`src/rtl/rxwb_pkg.sv`:
```
package rxwb_pkg;

  // Length field width in the status and capacity words (format bound).
  localparam int LEN_W      = 11;
  localparam int FLAG_W     = 7;
  localparam int FLAG_LONG  = 4;
  localparam int FLAG_LSB   = 16;
  localparam int DESC_BYTES = 16;
  localparam int OWN_BIT    = 31;
  localparam int END_BIT    = 31;
  localparam int FIRST_BIT  = 29;
  localparam int LASTSEG_BIT = 28;

  typedef enum logic [2:0] {
    ST_FETCH_OWN,
    ST_CHECK_OWN,
    ST_LOAD_CAP,
    ST_LOAD_BUF,
    ST_STORE,
    ST_WRITEBACK,
    ST_DISCARD,
    ST_SKIP
  } rx_state_e;

  function automatic logic [31:0] status_word(input logic [LEN_W-1:0]  len,
                                              input logic [FLAG_W-1:0] flags,
                                              input logic              trunc);
    logic [31:0] w;
    w = '0;
    w[LEN_W-1:0] = len;
    w[FLAG_LSB +: FLAG_W] = flags;
    if (trunc) w[FLAG_LSB + FLAG_LONG] = 1'b1;
    w[FIRST_BIT]   = 1'b1;
    w[LASTSEG_BIT] = 1'b1;
    w[OWN_BIT]     = 1'b0;
    return w;
  endfunction

  function automatic logic [3:0] lane_mask(input logic [1:0] off);
    return 4'b0001 << off;
  endfunction

endpackage

```
`src/rtl/rxwb_ring_ptr.sv`:
```
module rxwb_ring_ptr
  import rxwb_pkg::*;
#(
  parameter int ADDR_W = 32,
  parameter int IDX_W  = 8
) (
  input  logic              clk,
  input  logic              rst_n,
  input  logic [ADDR_W-1:0] ring_base,
  input  logic              step,
  input  logic              wrap,
  output logic [ADDR_W-1:0] desc_addr,
  output logic [IDX_W-1:0]  idx
);
  localparam int STRIDE_SH = $clog2(DESC_BYTES);

  always_ff @(posedge clk or negedge rst_n) begin
    if (!rst_n)      idx <= '0;
    else if (step)   idx <= wrap ? '0 : idx + 1'b1;
  end

  assign desc_addr = ring_base + (ADDR_W'(idx) << STRIDE_SH);


  wrap_to_base_chk: assert property (@(posedge clk) disable iff (!rst_n)
    (step && wrap) |=> (idx == '0));


  advance_one_chk: assert property (@(posedge clk) disable iff (!rst_n)
    (step && !wrap) |=> (idx == $past(idx) + 1'b1));

endmodule

```
`src/rtl/rxwb_len_acc.sv`:
```
module rxwb_len_acc
  import rxwb_pkg::*;
(
  input  logic             clk,
  input  logic             rst_n,
  input  logic             clear,
  input  logic             byte_in,
  input  logic [LEN_W-1:0] cap,
  output logic [LEN_W-1:0] cnt,
  output logic             room,
  output logic             trunc
);
  assign room = (cnt < cap);

  always_ff @(posedge clk or negedge rst_n) begin
    if (!rst_n) begin
      cnt   <= '0;
      trunc <= 1'b0;
    end else if (clear) begin
      cnt   <= '0;
      trunc <= 1'b0;
    end else if (byte_in) begin
      if (room) cnt   <= cnt + 1'b1;
      else      trunc <= 1'b1;
    end
  end


  len_cap_chk: assert property (@(posedge clk) disable iff (!rst_n)
    byte_in |=> (cnt <= cap));


  trunc_on_full_chk: assert property (@(posedge clk) disable iff (!rst_n)
    (byte_in && !room) |=> trunc);

endmodule

```
`src/rtl/rxwb_byte_lane.sv`:
```
module rxwb_byte_lane
  import rxwb_pkg::*;
#(
  parameter int ADDR_W = 32
) (
  input  logic [ADDR_W-1:0] buf_base,
  input  logic [LEN_W-1:0]  offset,
  input  logic [7:0]        data,
  output logic [ADDR_W-1:0] waddr,
  output logic [3:0]        be,
  output logic [31:0]       wdata
);
  logic [ADDR_W-1:0] baddr;

  assign baddr = buf_base + ADDR_W'(offset);
  assign waddr = {baddr[ADDR_W-1:2], 2'b00};
  assign be    = lane_mask(baddr[1:0]);

  for (genvar g = 0; g < 4; g++) begin : g_lane
    assign wdata[8*g +: 8] = be[g] ? data : 8'h00;
  end

endmodule

```
`src/rtl/rxwb_engine.sv`:
```
module rxwb_engine
  import rxwb_pkg::*;
#(
  parameter int ADDR_W = 32,
  parameter int IDX_W  = 8
) (
  input  logic              clk,
  input  logic              rst_n,
  input  logic [ADDR_W-1:0] ring_base,
  input  logic              in_valid,
  output logic              in_ready,
  input  logic [7:0]        in_data,
  input  logic              in_last,
  input  logic [6:0]        in_flags,
  output logic              mem_req,
  output logic              mem_we,
  output logic [ADDR_W-1:0] mem_addr,
  output logic [3:0]        mem_be,
  output logic [31:0]       mem_wdata,
  input  logic [31:0]       mem_rdata,
  output logic              rx_done,
  output logic              no_buf
);
  localparam logic [ADDR_W-1:0] OFS_CAP = ADDR_W'(4);
  localparam logic [ADDR_W-1:0] OFS_BUF = ADDR_W'(8);

  rx_state_e           state, nxt;
  logic [LEN_W-1:0]    cap_q;
  logic                end_q;
  logic [ADDR_W-1:0]   buf_q;
  logic [FLAG_W-1:0]   flags_q;

  // Named internal events
  logic                accept;
  logic                frame_end;
  logic                store_byte;
  logic                ring_step;
  logic                len_clear;
  logic [ADDR_W-1:0]   desc_addr;
  logic [IDX_W-1:0]    ring_idx;
  logic [LEN_W-1:0]    len_cnt;
  logic                len_room;
  logic                len_trunc;
  logic [ADDR_W-1:0]   lane_addr;
  logic [3:0]          lane_be;
  logic [31:0]         lane_wdata;

  assign in_ready   = (state == ST_STORE) || (state == ST_DISCARD);
  assign accept     = in_valid && in_ready;
  assign frame_end  = accept && in_last;
  assign store_byte = (state == ST_STORE) && accept;
  assign ring_step  = (state == ST_WRITEBACK);
  assign len_clear  = (state == ST_LOAD_BUF);
  assign rx_done    = (state == ST_WRITEBACK);
  assign no_buf     = (state == ST_SKIP);

  rxwb_ring_ptr #(.ADDR_W(ADDR_W), .IDX_W(IDX_W)) u_ring (
    .clk       (clk),
    .rst_n     (rst_n),
    .ring_base (ring_base),
    .step      (ring_step),
    .wrap      (end_q),
    .desc_addr (desc_addr),
    .idx       (ring_idx)
  );

  rxwb_len_acc u_len (
    .clk     (clk),
    .rst_n   (rst_n),
    .clear   (len_clear),
    .byte_in (store_byte),
    .cap     (cap_q),
    .cnt     (len_cnt),
    .room    (len_room),
    .trunc   (len_trunc)
  );

  rxwb_byte_lane #(.ADDR_W(ADDR_W)) u_lane (
    .buf_base (buf_q),
    .offset   (len_cnt),
    .data     (in_data),
    .waddr    (lane_addr),
    .be       (lane_be),
    .wdata    (lane_wdata)
  );

  always_comb begin
    nxt       = state;
    mem_req   = 1'b0;
    mem_we    = 1'b0;
    mem_addr  = '0;
    mem_be    = '0;
    mem_wdata = '0;
    case (state)
      ST_FETCH_OWN: begin
        mem_req  = 1'b1;
        mem_addr = desc_addr;
        nxt      = ST_CHECK_OWN;
      end
      ST_CHECK_OWN: begin
        if (mem_rdata[OWN_BIT]) begin
          mem_req  = 1'b1;
          mem_addr = desc_addr + OFS_CAP;
          nxt      = ST_LOAD_CAP;
        end else begin
          nxt = ST_DISCARD;
        end
      end
      ST_LOAD_CAP: begin
        mem_req  = 1'b1;
        mem_addr = desc_addr + OFS_BUF;
        nxt      = ST_LOAD_BUF;
      end
      ST_LOAD_BUF: nxt = ST_STORE;
      ST_STORE: begin
        if (store_byte && len_room) begin
          mem_req   = 1'b1;
          mem_we    = 1'b1;
          mem_addr  = lane_addr;
          mem_be    = lane_be;
          mem_wdata = lane_wdata;
        end
        if (frame_end) nxt = ST_WRITEBACK;
      end
      ST_WRITEBACK: begin
        mem_req   = 1'b1;
        mem_we    = 1'b1;
        mem_addr  = desc_addr;
        mem_be    = 4'hF;
        mem_wdata = status_word(len_cnt, flags_q, len_trunc);
        nxt       = ST_FETCH_OWN;
      end
      ST_DISCARD: if (frame_end) nxt = ST_SKIP;
      ST_SKIP:    nxt = ST_FETCH_OWN;
      default:    nxt = ST_FETCH_OWN;
    endcase
  end

  always_ff @(posedge clk or negedge rst_n) begin
    if (!rst_n) begin
      state   <= ST_FETCH_OWN;
      cap_q   <= '0;
      end_q   <= 1'b0;
      buf_q   <= '0;
      flags_q <= '0;
    end else begin
      state <= nxt;
      if (state == ST_LOAD_CAP) begin
        cap_q <= mem_rdata[LEN_W-1:0];
        end_q <= mem_rdata[END_BIT];
      end
      if (state == ST_LOAD_BUF) buf_q <= mem_rdata[ADDR_W-1:0];
      if (store_byte && in_last) flags_q <= in_flags;
    end
  end


  done_follows_last_chk: assert property (@(posedge clk) disable iff (!rst_n)
    rx_done |-> $past(frame_end));


  nobuf_follows_last_chk: assert property (@(posedge clk) disable iff (!rst_n)
    no_buf |-> $past(frame_end));


  discard_no_write_chk: assert property (@(posedge clk) disable iff (!rst_n)
    (state == ST_DISCARD || state == ST_SKIP) |-> !mem_we);


  one_lane_chk: assert property (@(posedge clk) disable iff (!rst_n)
    (mem_we && state == ST_STORE) |-> ($countones(mem_be) == 1));


  no_read_while_ready_chk: assert property (@(posedge clk) disable iff (!rst_n)
    in_ready |-> !(mem_req && !mem_we));


  own_gate_chk: assert property (@(posedge clk) disable iff (!rst_n)
    (state == ST_LOAD_CAP) |-> $past(mem_rdata[OWN_BIT]));


  wb_release_chk: assert property (@(posedge clk) disable iff (!rst_n)
    rx_done |-> (mem_we && !mem_wdata[OWN_BIT] && mem_addr == desc_addr));


  pulse_excl_chk: assert property (@(posedge clk) disable iff (!rst_n)
    !(rx_done && no_buf));

endmodule

```
`config.mk`:
```
export PLATFORM = sky130hd
export DESIGN_NAME = rxwb_engine
export DESIGN_NICKNAME = d
export VERILOG_FILES = /design/src/rtl/rxwb_pkg.sv /design/src/rtl/rxwb_ring_ptr.sv /design/src/rtl/rxwb_len_acc.sv /design/src/rtl/rxwb_byte_lane.sv /design/src/rtl/rxwb_engine.sv
export SDC_FILE = /design/constraint.sdc
export NUM_CORES = 1
export LEC_CHECK = 0
export ABC_AREA = 1
export BUFFER_PORTS_ARGS = -buffer_cell sky130_fd_sc_hd__buf_2
export CORE_UTILIZATION = 60
export CTS_CLUSTER_SIZE = 10
export DETAILED_ROUTE_END_ITERATION = 10
export PLACE_DENSITY = 0.85
export SLEW_MARGIN = 20
export SYNTH_ARGS = -nofsm -noshare
export SYNTH_HDL_FRONTEND = slang
export SYNTH_SLANG_ARGS = --single-unit
```
`constraint.sdc`:
```
create_clock -name clk -period 5.55 [get_ports clk]
set_input_delay 0.8325 -clock clk [delete_from_list [all_inputs] [get_ports clk]]
set_output_delay 0.8325 -clock clk [all_outputs]
set_load 0.1 [all_outputs]
```
==> impl_results.md <==
* Outcome: complete, no violations
* RSZ-0062 raised after global routing: false
* EDFF count, synth at 0
* R2R setup slack at 2270 ps
* ANT nets after route at 0
* Yosys warns at 0
* I/O Pins at 156
* H-tree Lvls at 3
* Crit path arrival time at 3720 ps
* Clk_lat worst skew at 350 ps
* Commonest non-fill, non-tap cell in the layout: nand2_1
* Vias per cell at 5.66
* Filler cells at 1074
* Gate Count Post-Synth at 1268
* Hold_buf cts at 0
* Port bufs at 155
* Syn Nets at 1386
* Most used flip-flop cell after synthesis: dfrtp_1
* GRT Overall Usage at 38.0%
* Root buffer cell: clkbuf_16
* Clock slew at reported path FFs at 60 ps
* Die W at 115 µm
* Ys async rst share at 100%
* Synthesized flop and latch total at 74
* Gr ovfl total at 0
* First-pass GRT wire length at 39400 µm
* Final net count at 1538
* Initial antenna violation count at 0
* Distinct cells, synth at 49
* Post-layout power at 4.86 mW
* Cells on worst reg2reg path at 12
* Crit Path Class: input pin to output port
* Via count at 9014
* HPWL after DPL at 19300 µm
* Wire per inst at 15.3 µm
* P_leak at 4.76 nW
* Rel. slew slack at 36.0%
* Register area at 1850 µm²
* Clk sinks at 74
* Slew Viols, Final at 0
* Ant. Diodes at 0
* Vias in the first global route at 8261
* Post_cts resized at 0
* Final setup fails at 0
* Max rail drop VDD at 0.000458 V
* Fraction of layout cells with a size suffix above 1 at 18.2%
* Post-synthesis sequential area ratio at 24.1%
* Core footprint at 12300 µm²
* CTS tree: yes
* Num rows at 40
* Netlist Area Pre-Place at 7690 µm²
* Max-cap check violation count at 0
* Critical path peak fanout at 6
* Post-CTS Setup Inserts at 0
* Hold Crit Class: input pin to asynchronous set/reset pin
* Area of the multi-input gates at 5070 µm²
* Synth Area per Inst at 6.07 µm²
* Power density over the cells at 545 nW/µm²
* Worst EP required at 4720 ps
* Drt pass-1 iters at 6
* Die height at 115 µm
* Reg2reg end: u_len.cnt[10]
* Commonest non-fill, non-tap cells in the layout: 384 x nand2_1, 172 x inv_1, 155 x buf_2
* DRT iter0 DRCs at 1027
* Crit start category: input pin
* Drc violations at 0
* Final Wtd Congestion at 1.02
* Slew @ Worst Pin at 959 ps
* Hold Violations, Final at 0
* Largest net degree at the start of global routing at 67
* Peak Freq at 219 MHz
* Total routed wirelength at 24400 µm
* DIE AREA at 13300 µm²
* Reg-to-reg startpoint: u_len.cnt[8]
* Initial core utilization at 62.7%
* Setup Skew at 7.36 ps
* Setup tns final at 0 ps
* Clk buf depth at 2
* Min Tclk post-route at 4560 ps
* CTS Buf Count at 9
* Layout area overhead at 16.1%
* Endpoint class of the critical path: output port
* Fin crit share at 82.1%
-- kinds of logic after synthesis --
group,count (synthesis),share of synthesized area [%]
muxes,7,1.02
DFF,74,24.1
buffers and inverters,202,10.0
xor gates and xnor gates,25,3.24
and+or+nand+nor,758,43.7
AOI/OAI and AO/OA,167,12.0
adders and majority gates,35,5.89
-- power by group --
part           switching, mW  internal, mW
registers              0.212         0.756
logic                   2.62         0.685
clock network          0.240         0.349
-- per-layer routing --
layer  track usage (%)  share of wire, %
met1              47.4                42
met2              66.3                47
met3              5.69               8.0
met4              14.5               3.0
met5                 0                 0
-- registers in the layout, summed over array words and instances (netlist names) --
signal,cells
u_len.trunc,1
cap_q,11
flags_q,7
u_ring.idx,8
state,3
buf_q,32
end_q,1
u_len.cnt,11
-- worst max-delay path by stage --
| stage | slack (ps) | end | start | cells after the start |
|---|---|---|---|---|
| 2_1_floorplan | 760 | mem_wdata[1] | u_len.cnt[6] | 9 |
| 3_3_place_gp | 1140 | mem_addr[29] | ring_base[4] | 17 |
| 3_5_place_dp | 1040 | mem_addr[29] | ring_base[4] | 17 |
| 4_1_cts | 1040 | mem_addr[29] | ring_base[4] | 17 |
| 5_1_grt | 780 | mem_addr[17] | ring_base[4] | 18 |
| 6_report | 990 | mem_addr[13] | ring_base[4] | 15 |
-- per-stage QoR --
| stage | setup slack [ps] | utilization, % | instances | hold slack [ps] | cell area (µm²) |
|---|---|---|---|---|---|
| final | 994 | 72.8 | 1593 | 328 | 8930 |
| after detailed placement | 1040 | 70.4 | 1577 | 474 | 8640 |
| after floorplan | 762 | - | 1268 | 453 | 7690 |
| after global routing | 781 | 72.8 | 1593 | 338 | 8930 |
| after global placement | 1140 | 70.4 | 1577 | 468 | 8640 |
| after CTS | 1040 | 72.8 | 1593 | 328 | 8930 |
-- worst max-delay path: stages --
cell      delay (ps)
buf_2            110
ha_1             230
fa_1             420
nand2_1          120
inv_1             50
nor2_1           320
inv_1            110
nor2_1           170
inv_1            110
nor2_1           150
nand2_1          120
nor2_1           290
nand2_1           90
o211ai_1         140
buf_2            480
-- cells in the mapped netlist, drive strengths merged (2+ instances only) --
library cell	instances	area, µm²
a21oi	46	234
a22oi	2	15.0
buf	4	28.8
clkbuf	16	60.1
clkinv	2	7.51
dfrtp	74	1850
fa	2	40.0
ha	33	413
inv	180	676
mux2	7	78.8
nand2	405	1580
nand3	113	591
nand3b	9	80.1
nand4	24	150
nor2	157	677
nor3	32	160
nor3b	4	30.0
nor4	2	18.8
o211ai	6	45.0
o21ai	84	420
o221ai	4	35.0
o22ai	14	87.6
o31ai	4	30.0
o32ai	2	17.5
or2	9	56.3
xnor2	9	78.8
xor2	16	170
-- final cells by class --
cell class,instances,share of cell area (%)
multi-input combinational,992,56.8
clock buffer,10,2.56
inverter,182,7.65
tap,168,2.35
timing repair buffer,161,9.19
clock inverter,6,0.728
sequential,74,20.7
No activity file was read; power rests on OpenSTA's default activity.
